[src/rtl/stage_pkg.sv]
package stage_pkg;
  typedef enum logic [1:0] {
    ST_EMPTY = 2'd0,
    ST_PART  = 2'd1,
    ST_FULL  = 2'd2
  } fill_state_e;

  function automatic int unsigned thr_words(logic [1:0] code, int unsigned depth);
    return ((int'(code) + 1) * depth) / 4;
  endfunction

  function automatic int unsigned burst_beats(logic [1:0] code);
    return (code == 2'd0) ? 1 : (1 << (int'(code) + 1));
  endfunction
endpackage

[src/rtl/stage_store.sv]
module stage_store #(
  parameter int unsigned DEPTH = 4,
  parameter int unsigned DW    = 32,
  localparam int unsigned PW    = (DEPTH > 1) ? $clog2(DEPTH) : 1,
  localparam int unsigned CNT_W = $clog2(DEPTH + 1)
) (
  input  logic             clk_i,
  input  logic             rst_ni,
  input  logic             wr_i,
  input  logic             rd_i,
  input  logic [DW-1:0]    wdata_i,
  output logic [DW-1:0]    rdata_o,
  output logic [CNT_W-1:0] level_o,
  output logic             ovf_o,
  output logic             unf_o
);
  logic [DW-1:0]    mem [DEPTH];
  logic [PW-1:0]    wp_q, rp_q;
  logic [CNT_W-1:0] lvl_q;
  logic             rd_ok, wr_ok;

  assign rd_ok = rd_i && (lvl_q != '0);
  assign wr_ok = wr_i && ((lvl_q != CNT_W'(DEPTH)) || rd_ok);
  assign ovf_o = wr_i && !wr_ok;
  assign unf_o = rd_i && (lvl_q == '0);

  function automatic logic [PW-1:0] nxt(logic [PW-1:0] p);
    return (p == PW'(DEPTH - 1)) ? '0 : p + PW'(1);
  endfunction

  always_ff @(posedge clk_i or negedge rst_ni) begin
    if (!rst_ni) begin
      wp_q  <= '0;
      rp_q  <= '0;
      lvl_q <= '0;
    end else begin
      if (wr_ok) wp_q <= nxt(wp_q);
      if (rd_ok) rp_q <= nxt(rp_q);
      case ({wr_ok, rd_ok})
        2'b10:   lvl_q <= lvl_q + CNT_W'(1);
        2'b01:   lvl_q <= lvl_q - CNT_W'(1);
        default: lvl_q <= lvl_q;
      endcase
    end
  end

  always_ff @(posedge clk_i) begin
    if (wr_ok) mem[wp_q] <= wdata_i;
  end

  assign rdata_o = mem[rp_q];
  assign level_o = lvl_q;


  ovf_keeps_level_chk: assert property (@(posedge clk_i) disable iff (!rst_ni)
    (wr_i && !rd_i && lvl_q == CNT_W'(DEPTH)) |=> (lvl_q == CNT_W'(DEPTH)));

  unf_keeps_level_chk: assert property (@(posedge clk_i) disable iff (!rst_ni)
    (rd_i && !wr_i && lvl_q == '0) |=> (lvl_q == '0));

  level_bound_chk: assert property (@(posedge clk_i) disable iff (!rst_ni)
    lvl_q <= CNT_W'(DEPTH));
endmodule

[src/rtl/stage_drain.sv]
module stage_drain #(
  parameter int unsigned DEPTH     = 4,
  parameter int unsigned MAX_BURST = 16,
  localparam int unsigned CNT_W  = $clog2(DEPTH + 1),
  localparam int unsigned BEAT_W = $clog2(MAX_BURST + 1)
) (
  input  logic             clk_i,
  input  logic             rst_ni,
  input  logic             en_i,
  input  logic [CNT_W-1:0] level_i,
  input  logic [1:0]       thresh_i,
  input  logic [1:0]       burst_i,
  input  logic             rd_i,
  output logic             req_o
);
  import stage_pkg::*;

  logic [BEAT_W-1:0] beats_q;
  logic [CNT_W-1:0]  thr_cnt;
  logic [BEAT_W-1:0] blen;
  logic              start;

  assign thr_cnt = CNT_W'(thr_words(thresh_i, DEPTH));
  assign blen    = BEAT_W'(burst_beats(burst_i));
  assign start   = en_i && (beats_q == '0) && (level_i >= thr_cnt);

  always_ff @(posedge clk_i or negedge rst_ni) begin
    if (!rst_ni)                      beats_q <= '0;
    else if (!en_i)                   beats_q <= '0;
    else if (start)                   beats_q <= blen;
    else if (beats_q != '0 && rd_i)   beats_q <= beats_q - BEAT_W'(1);
  end

  assign req_o = (beats_q != '0);


  release_at_thr_chk: assert property (@(posedge clk_i) disable iff (!rst_ni)
    $rose(req_o) |-> $past(en_i && level_i >= thr_cnt));

  burst_ends_on_read_chk: assert property (@(posedge clk_i) disable iff (!rst_ni)
    ($fell(req_o) && $past(en_i)) |-> $past(rd_i));
endmodule

[src/rtl/dma_stage_fifo.sv]
module dma_stage_fifo #(
  parameter int unsigned DEPTH     = 4,
  parameter int unsigned DW        = 32,
  parameter int unsigned MAX_BURST = 16,
  localparam int unsigned CNT_W = $clog2(DEPTH + 1)
) (
  input  logic             clk_i,
  input  logic             rst_ni,
  input  logic             fifo_mode_i,
  input  logic             m2m_i,
  input  logic [1:0]       thresh_i,
  input  logic [1:0]       burst_i,
  input  logic             err_irq_en_i,
  input  logic             err_clr_i,
  input  logic             wr_i,
  input  logic [DW-1:0]    wdata_i,
  input  logic             rd_i,
  output logic [DW-1:0]    rdata_o,
  output logic             drain_req_o,
  output logic [CNT_W-1:0] fill_o,
  output logic [1:0]       status_o,
  output logic             err_o,
  output logic             irq_o
);
  import stage_pkg::*;

  logic             use_fifo;
  logic [DW-1:0]    st_rdata;
  logic [CNT_W-1:0] st_level;
  logic             st_ovf, st_unf, seq_req, err_q;
  fill_state_e      fs;

  assign use_fifo = fifo_mode_i || m2m_i;

  stage_store #(.DEPTH(DEPTH), .DW(DW)) u_store (
    .clk_i, .rst_ni,
    .wr_i    (use_fifo && wr_i),
    .rd_i    (use_fifo && rd_i),
    .wdata_i,
    .rdata_o (st_rdata),
    .level_o (st_level),
    .ovf_o   (st_ovf),
    .unf_o   (st_unf)
  );

  stage_drain #(.DEPTH(DEPTH), .MAX_BURST(MAX_BURST)) u_drain (
    .clk_i, .rst_ni,
    .en_i     (use_fifo),
    .level_i  (st_level),
    .thresh_i,
    .burst_i,
    .rd_i,
    .req_o    (seq_req)
  );

  always_ff @(posedge clk_i or negedge rst_ni) begin
    if (!rst_ni)                err_q <= 1'b0;
    else if (st_ovf || st_unf)  err_q <= 1'b1;
    else if (err_clr_i)         err_q <= 1'b0;
  end

  always_comb begin
    if (!use_fifo || st_level == '0)    fs = ST_EMPTY;
    else if (st_level == CNT_W'(DEPTH)) fs = ST_FULL;
    else                                fs = ST_PART;
  end

  assign rdata_o     = use_fifo ? st_rdata : wdata_i;
  assign drain_req_o = use_fifo ? seq_req : wr_i;
  assign fill_o      = st_level;
  assign status_o    = fs;
  assign err_o       = err_q;
  assign irq_o       = err_q && err_irq_en_i;


  err_sticky_chk: assert property (@(posedge clk_i) disable iff (!rst_ni)
    (err_o && !err_clr_i) |=> err_o);

  direct_no_store_chk: assert property (@(posedge clk_i) disable iff (!rst_ni)
    !use_fifo |=> $stable(fill_o));

  direct_no_err_chk: assert property (@(posedge clk_i) disable iff (!rst_ni)
    (!use_fifo && !err_o) |=> !err_o);
endmodule

[config.mk]
export PLATFORM = sky130hd
export DESIGN_NAME = dma_stage_fifo
export DESIGN_NICKNAME = d
export VERILOG_FILES = /design/src/rtl/stage_pkg.sv /design/src/rtl/stage_store.sv /design/src/rtl/stage_drain.sv /design/src/rtl/dma_stage_fifo.sv
export SDC_FILE = /design/constraint.sdc
export NUM_CORES = 1
export LEC_CHECK = 0
export BUFFER_PORTS_ARGS = -buffer_cell sky130_fd_sc_hd__buf_2
export CORE_MARGIN = 4
export CORE_UTILIZATION = 41
export DETAILED_ROUTE_END_ITERATION = 8
export GPL_TIMING_DRIVEN = 0
export PLACE_DENSITY = 0.63
export SLEW_MARGIN = 10
export SYNTH_ARGS = -nofsm -noshare
export SYNTH_HDL_FRONTEND = slang
export SYNTH_HIERARCHICAL = 1
export SYNTH_SLANG_ARGS = --single-unit
[constraint.sdc]
create_clock -name clk_i -period 4.9 [get_ports clk_i]
set_clock_uncertainty 0.05 [all_clocks]
set_input_delay 0.735 -clock clk_i [delete_from_list [all_inputs] [get_ports clk_i]]
set_output_delay 0.735 -clock clk_i [all_outputs]
set_load 0.02 [all_outputs]
* Word-level counts from Yosys, hierarchy flattened
Memory sizes are Yosys's and may differ from the RTL's.
Index checks and enable logic that the tools add are counted.
** Word-level totals
- Flip-flop bits (word level) :: 13
- Latch bits :: 0
- Memory bits (writable) :: 128
- Memory bits (read-only) :: 0
- Logic and storage cells :: 60
- Memories :: 1
** Memories
- u_store.mem :: words 4, bits a word 32, rd ports 1, clocked after memory_dff 0, write ports 1, RTL line stage_store.sv:17 : logic [DW-1:0] mem [DEPTH];
** Operators by class
- Add/sub/neg operators :: 7
- $mul :: 0
- Div/mod/pow operators :: 0
- Order comparisons :: 1
- Eq/ne operators :: 7
- Shift operators :: 1
- Multiplexer cells :: 15
- Bitwise operators :: 0
- Reductions and logical operators :: 23
** Operators by type and width (number)
- 32-bit two-way mux :: 1
- 1-bit by 32-bit << shifter with 5-bit output (first input constant) :: 1
- 5-bit two-way mux :: 4
- 1-bit logical AND :: 10
- 2-bit two-way mux :: 4
- 2-bit by 1-bit adder with 3-bit output (second input constant) :: 2
- 2-bit == test (second input constant) :: 3
- 3-bit inequality test (second input constant) :: 2
- 3-bit one-hot mux with 2 select lines :: 1
- 5-bit zero test :: 1
- 1-bit two-way mux :: 5
- 5-bit nonzero test :: 1
- 5-bit by 1-bit subtractor with 5-bit output (second input constant) :: 1
- 2-bit by 1-bit adder with 2-bit output (second input constant) :: 2
- 1-bit logical OR :: 4
- 2-bit nonzero test :: 2
- 3-bit by 1-bit adder with 3-bit output (second input constant) :: 1
- 3-bit == test (second input constant) :: 1
- 3-bit greater-or-equal comparator :: 1
- 3-bit zero test :: 1
- 3-bit nonzero test :: 1
- 3-bit by 1-bit subtractor with 3-bit output (second input constant) :: 1
- 2-bit by 1-bit == test with 1-bit output (second input constant) :: 1
- 1-bit zero test :: 2
- 2-bit zero test :: 1

* Depth between registers and ports, before layout
- Depth after elaboration :: 9
- Mapped depth :: 11
- Depth with buffers taken out :: 8

* By module
Netlist, hierarchy kept.
** Modules (own cells, without submodules)
- stage_store :: times used 1, cells an instance 222, area each 5158.7 um2, sequential area each 4018.9 um2
- dma_stage_fifo :: times used 1, cells an instance 49, area each 560.5 um2, sequential area each 25.0 um2
- stage_drain :: times used 1, cells an instance 48, area each 427.9 um2, sequential area each 125.1 um2

* Worst setup path after synthesis
Ideal clock, no wire load.
- Path type :: input to register
- Start :: input port m2m_i
- End :: register u_store.lvl_q[2], in the netlist u_store/level_o[2]
- Setup time :: 84 ps
- Data arrival time :: 2734 ps
- Data required time :: 4766 ps
- Slack :: 2032 ps
- Cell stages on the path :: 11
- Buffers on the path :: 3
- Cell sequence :: nor2_2 -> buf_6 -> buf_6 -> nor2b_1 -> clkbuf_1 -> nor2b_1 -> o21ai_0 -> fa_1 -> and3b_1 -> o32a_1 -> o21ai_0
** On the way
- Word-level cells in the longest chain between the ends :: 7
- Elaborated cells between the ends (all ways) :: 10
- Those cells by class :: eq/ne (2); mux (1); reduce/logical (7)
** RTL lines
- start, declared :: RTL line dma_stage_fifo.sv:10 : input logic m2m_i,
- 1-bit logical OR * :: RTL line dma_stage_fifo.sv:33 : assign use_fifo = fifo_mode_i || m2m_i;
- 1-bit logical AND :: RTL line dma_stage_fifo.sv:38 : .rd_i (use_fifo && rd_i),
- 1-bit logical AND :: RTL line stage_store.sv:22 : assign rd_ok = rd_i && (lvl_q != '0);
- 1-bit logical OR :: RTL line stage_store.sv:23 : assign wr_ok = wr_i && ((lvl_q != CNT_W'(DEPTH)) || rd_ok);
- 1-bit logical AND :: RTL line stage_store.sv:23
- 2-bit by 1-bit == test with 1-bit output or 2-bit == test (tied branches) :: RTL line stage_store.sv:39 : case ({wr_ok, rd_ok})
- 3-bit one-hot mux with 2 select lines or 2-bit nonzero test (tied branches)
- end signal, assigned :: RTL line stage_store.sv:40 : 2'b10: lvl_q <= lvl_q + CNT_W'(1);
- end signal, assigned :: RTL line stage_store.sv:41 : 2'b01: lvl_q <= lvl_q - CNT_W'(1);
- end signal, assigned :: RTL line stage_store.sv:42 : default: lvl_q <= lvl_q;
- end, declared :: RTL line stage_store.sv:19 : logic [CNT_W-1:0] lvl_q;
Every way passes the cells marked *; elsewhere a longest branch is shown, timed or not.
A chain may end at the register's enable or synchronous reset.

* Worst setup path after layout
- Start :: register u_store.rp_q[1]
- End :: output port rdata_o[26]
** On the way
- Word-level cells in the longest chain between the ends :: 2
** RTL lines
- start, declared :: RTL line stage_store.sv:18 : logic [PW-1:0] wp_q, rp_q;
- start signal, assigned :: RTL line stage_store.sv:38 : if (rd_ok) rp_q <= nxt(rp_q);
- memory read 4 x 32 bit
- net st_rdata[26] :: RTL line dma_stage_fifo.sv:28 : logic [DW-1:0] st_rdata;
- 32-bit two-way mux :: RTL line dma_stage_fifo.sv:68 : assign rdata_o = use_fifo ? st_rdata : wdata_i;
- end, declared :: RTL line dma_stage_fifo.sv:18 : output logic [DW-1:0] rdata_o,
The timed path passes the listed nets, and every way through them passes these cells.

==> impl_metrics.csv <==
group,metric,value,unit
timing,relSlewSlack,36.5,%
timing,rsz0062_at_grt,"false",
logic_synthesis,synth_seq_cells,141,
die,initial_core_util,42.1,%
power,leakage,2.70,nW
placement,io_buffers,83,
logic_synthesis,syn_inst,319,
global_routing,grt_pass1_vias,3489,
cts,cts_tree,"built",
routing,num_vias,3286,
routing,drc,0,
logic_synthesis,synth_common_cells,"edfxtp_1 (128), mux4_2 (32), mux2_2 (20), mux2_4 (17), inv_1 (14)",
worst_setup_path,endpoint_kind,"output port",
timing,worstMarginPinSlew,0.952,ns
logic_synthesis,ys_types,49,
logic_synthesis,syn-mean-instance-area,19.3,um2
cts,clk_latency,0.41,ns
placement,dpl.hpwl,7.09,mm
routing,drtIter0Drc,140,
power,irDropWorstVdd,294,uV
logic_synthesis,yosysWarnings,6,
logic_synthesis,synth_area_leaders,"edfxtp_1 (63%), mux4_2 (12%), dfrtp_1 (5.3%)",
cts,ctsHoldBuffers,0,
flow_run,drv_cap,0,
timing,max_freq,306,MHz
die,placementRows,44,
global_routing,grt_max_degree,33,
timing,finalSetupTns,0,ns
worst_setup_path,worstPathRequired,4.12,ns
die,die_area,17000,um2
worst_setup_path,crit_fanout,10,
routing,wl,11.6,mm
cts,cts_max_level,4,
die,dieWidth,130,um
logic_synthesis,synthFlopType,"edfxtp_1",
logic_synthesis,synth_seq_area_share,67.8,%
logic_synthesis,synth_most_common_cell,"edfxtp_1",
timing,finalWorstSetupSlack,1.63,ns
hold_path,holdCritPathClass,"input port to async pin",
cts,clockBufferDepth,2,
logic_synthesis,yosysTopAreaCell,"edfxtp_1",
cts,clockRootBuffer,"clkbuf_16",
finish,multi_input_area,1820,um2
timing,setup_violations,0,
logic_synthesis,synthArstFlopShare,9.22,%
cts,clock_sinks,141,
die,ios,84,
global_routing,grt_use_total,14.4,%
finish,n_antenna_cell,0,
global_routing,grt.overflow.total,0,
global_routing,antenna_found_initial,0,
finish,final_area,7390,um2
finish,nNetsFinal,476,
logic_synthesis,syn_area,6150,um2
finish,fillCellCount,1191,
timing,finalHoldViolCount,0,
worst_setup_path,cp_data_arrival_time,2.49,ns
finish,syn_to_final_growth,20.3,%
routing,drtAntennaViolNets,0,
worst_setup_path,startpoint_type,"flop",
cts,post-cts-setup-buffers,0,
die,die_h,130,um
timing,timing.final.crit_share,66.8,%
cts,path_clk_slew,0.06,ns
routing,viasPerCell,5.32,
timing,layout_min_cycle_time,3.27,ns
logic_synthesis,yosysTopAreaCellShare,62.5,%
routing,post_drt_wl_per_cell,18.7,um
logic_synthesis,synth_nets,374,
global_routing,grt_pass1_wl,18.1,mm
placement,gp_congestion,0.746,
routing,drt_first_pass_iters,4,
power,power.density,598,nW/um2
cts,cts-resized-gates,0,
worst_setup_path,worstSetupPathType,"flop to output port",
finish,seqCellArea,4170,um2
finish,drive_gt1_share,47.0,%
placement,pre_cts_ws,1.58,ns
die,core,14600,um2
placement,dpl_cell_area,6790,um2
logic_synthesis,synth-edff-count,128,
timing,slew_viol_final,0,
run_status,status,"completed",
cts,cts_buffers,17,
-- final timing paths --
| path | end | from | slack, ns | cells after the start |
|---|---|---|---|---|
| max in group asynchronous | u_store/level_o[1] | rst_ni | 4.39 | 1 |
| max reg2reg | u_store/level_o[1] | u_store/level_o[0] | 2.75 | 6 |
| max | rdata_o[26] | u_store/rp_q[1] | 1.63 | 5 |
| min | u_drain/beats_q[0] | rst_ni | 0.16 | 1 |
| min in group clk_i | err_o | err_clr_i | 0.46 | 2 |
| min reg2reg | u_drain/beats_q[1] | u_drain/beats_q[1] | 0.50 | 1 |
-- where the power goes --
part / switching (W) / internal, W
Sequential: 0.0000945 / 0.00155
Combinational: 0.000800 / 0.000700
Clock: 0.000479 / 0.000800
Total: 0.00137 / 0.00305
-- worst max-delay path, cell delays in order (launching register included) --
cell and delay, ns:
dfrtp_1 0.34, clkbuf_1 0.29, clkbuf_1 0.58, mux4_2 0.42, mux2_4 0.28, buf_2 0.16
-- placed cells by master, fill, tap and decap left out, types with 2 or more instances in the layout --
master        n
edfxtp_1    128
nor4b_1       2
clkinv_4      2
clkinv_2      2
o211ai_1      2
nand2_1       2
buf_6         3
clkinvlp_4    5
mux2_4       17
nor3b_1       3
clkbuf_1      5
dfrtp_1      13
ha_1         10
a21oi_1       5
mux2_2       20
xor2_1        2
o21ai_0       9
bufinv_16     3
and2_2        4
nor2b_1       6
nand3_1       2
mux4_2       32
clkbuf_16    17
and3b_1       3
buf_2        88
inv_1        14
nor2_1        6
-- registers in the layout, indices dropped and copies added, names as in the netlist --
| signal | cells |
|---|---|
| u_store/level_o | 3 |
| u_store/rp_q | 2 |
| u_store/wp_q | 2 |
| u_drain/beats_q | 5 |
| err_o | 1 |
| u_store/mem | 128 |
-- kinds of logic after synthesis --
| logic type | Yosys count | synth area share, % |
|---|---|---|
| AO/OA/AOI/OAI | 27 | 2.93 |
| XOR/XNOR | 2 | 0.285 |
| adder cells (fa/ha/maj) | 11 | 2.36 |
| buffers and inverters | 29 | 2.56 |
| flip-flops | 141 | 67.8 |
| multiplexers | 69 | 19.5 |
| AND/OR/NAND/NOR | 40 | 4.50 |
-- layout make-up --
type,instances,share of cell area (%)
plain buffers,14,1.37
well taps,184,3.11
clock inverters,14,2.30
multi-input cells,149,24.6
repair buffers,83,5.62
flip-flops and latches,141,56.4
inverters,15,0.762
clock buffers,18,5.81
-- layer usage --
| layer | GRT usage (%) | up-vias | wire [um] |
|---|---|---|---|
| met5 | 0 | - | 0 |
| met4 | 4.36 | 0 | 145 |
| met3 | 4.80 | 12 | 632 |
| met2 | 23.8 | 88 | 5800 |
| met1 | 18.1 | 1704 | 4980 |
| li1 | - | 1482 | - |
-- per-stage QoR --
stage | utilization, % | instances | power (W) | hold WS (ns)
floorplan | - | 319 | 0.00276 | 0.389
global placement | 46.6 | 586 | 0.00316 | 0.480
detailed placement | 46.6 | 586 | 0.00319 | 0.487
CTS | 50.7 | 618 | 0.00449 | 0.161
global route | 50.7 | 618 | 0.00468 | 0.166
finish | 50.7 | 618 | 0.00442 | 0.163
Power figures use the tool's default switching activity.
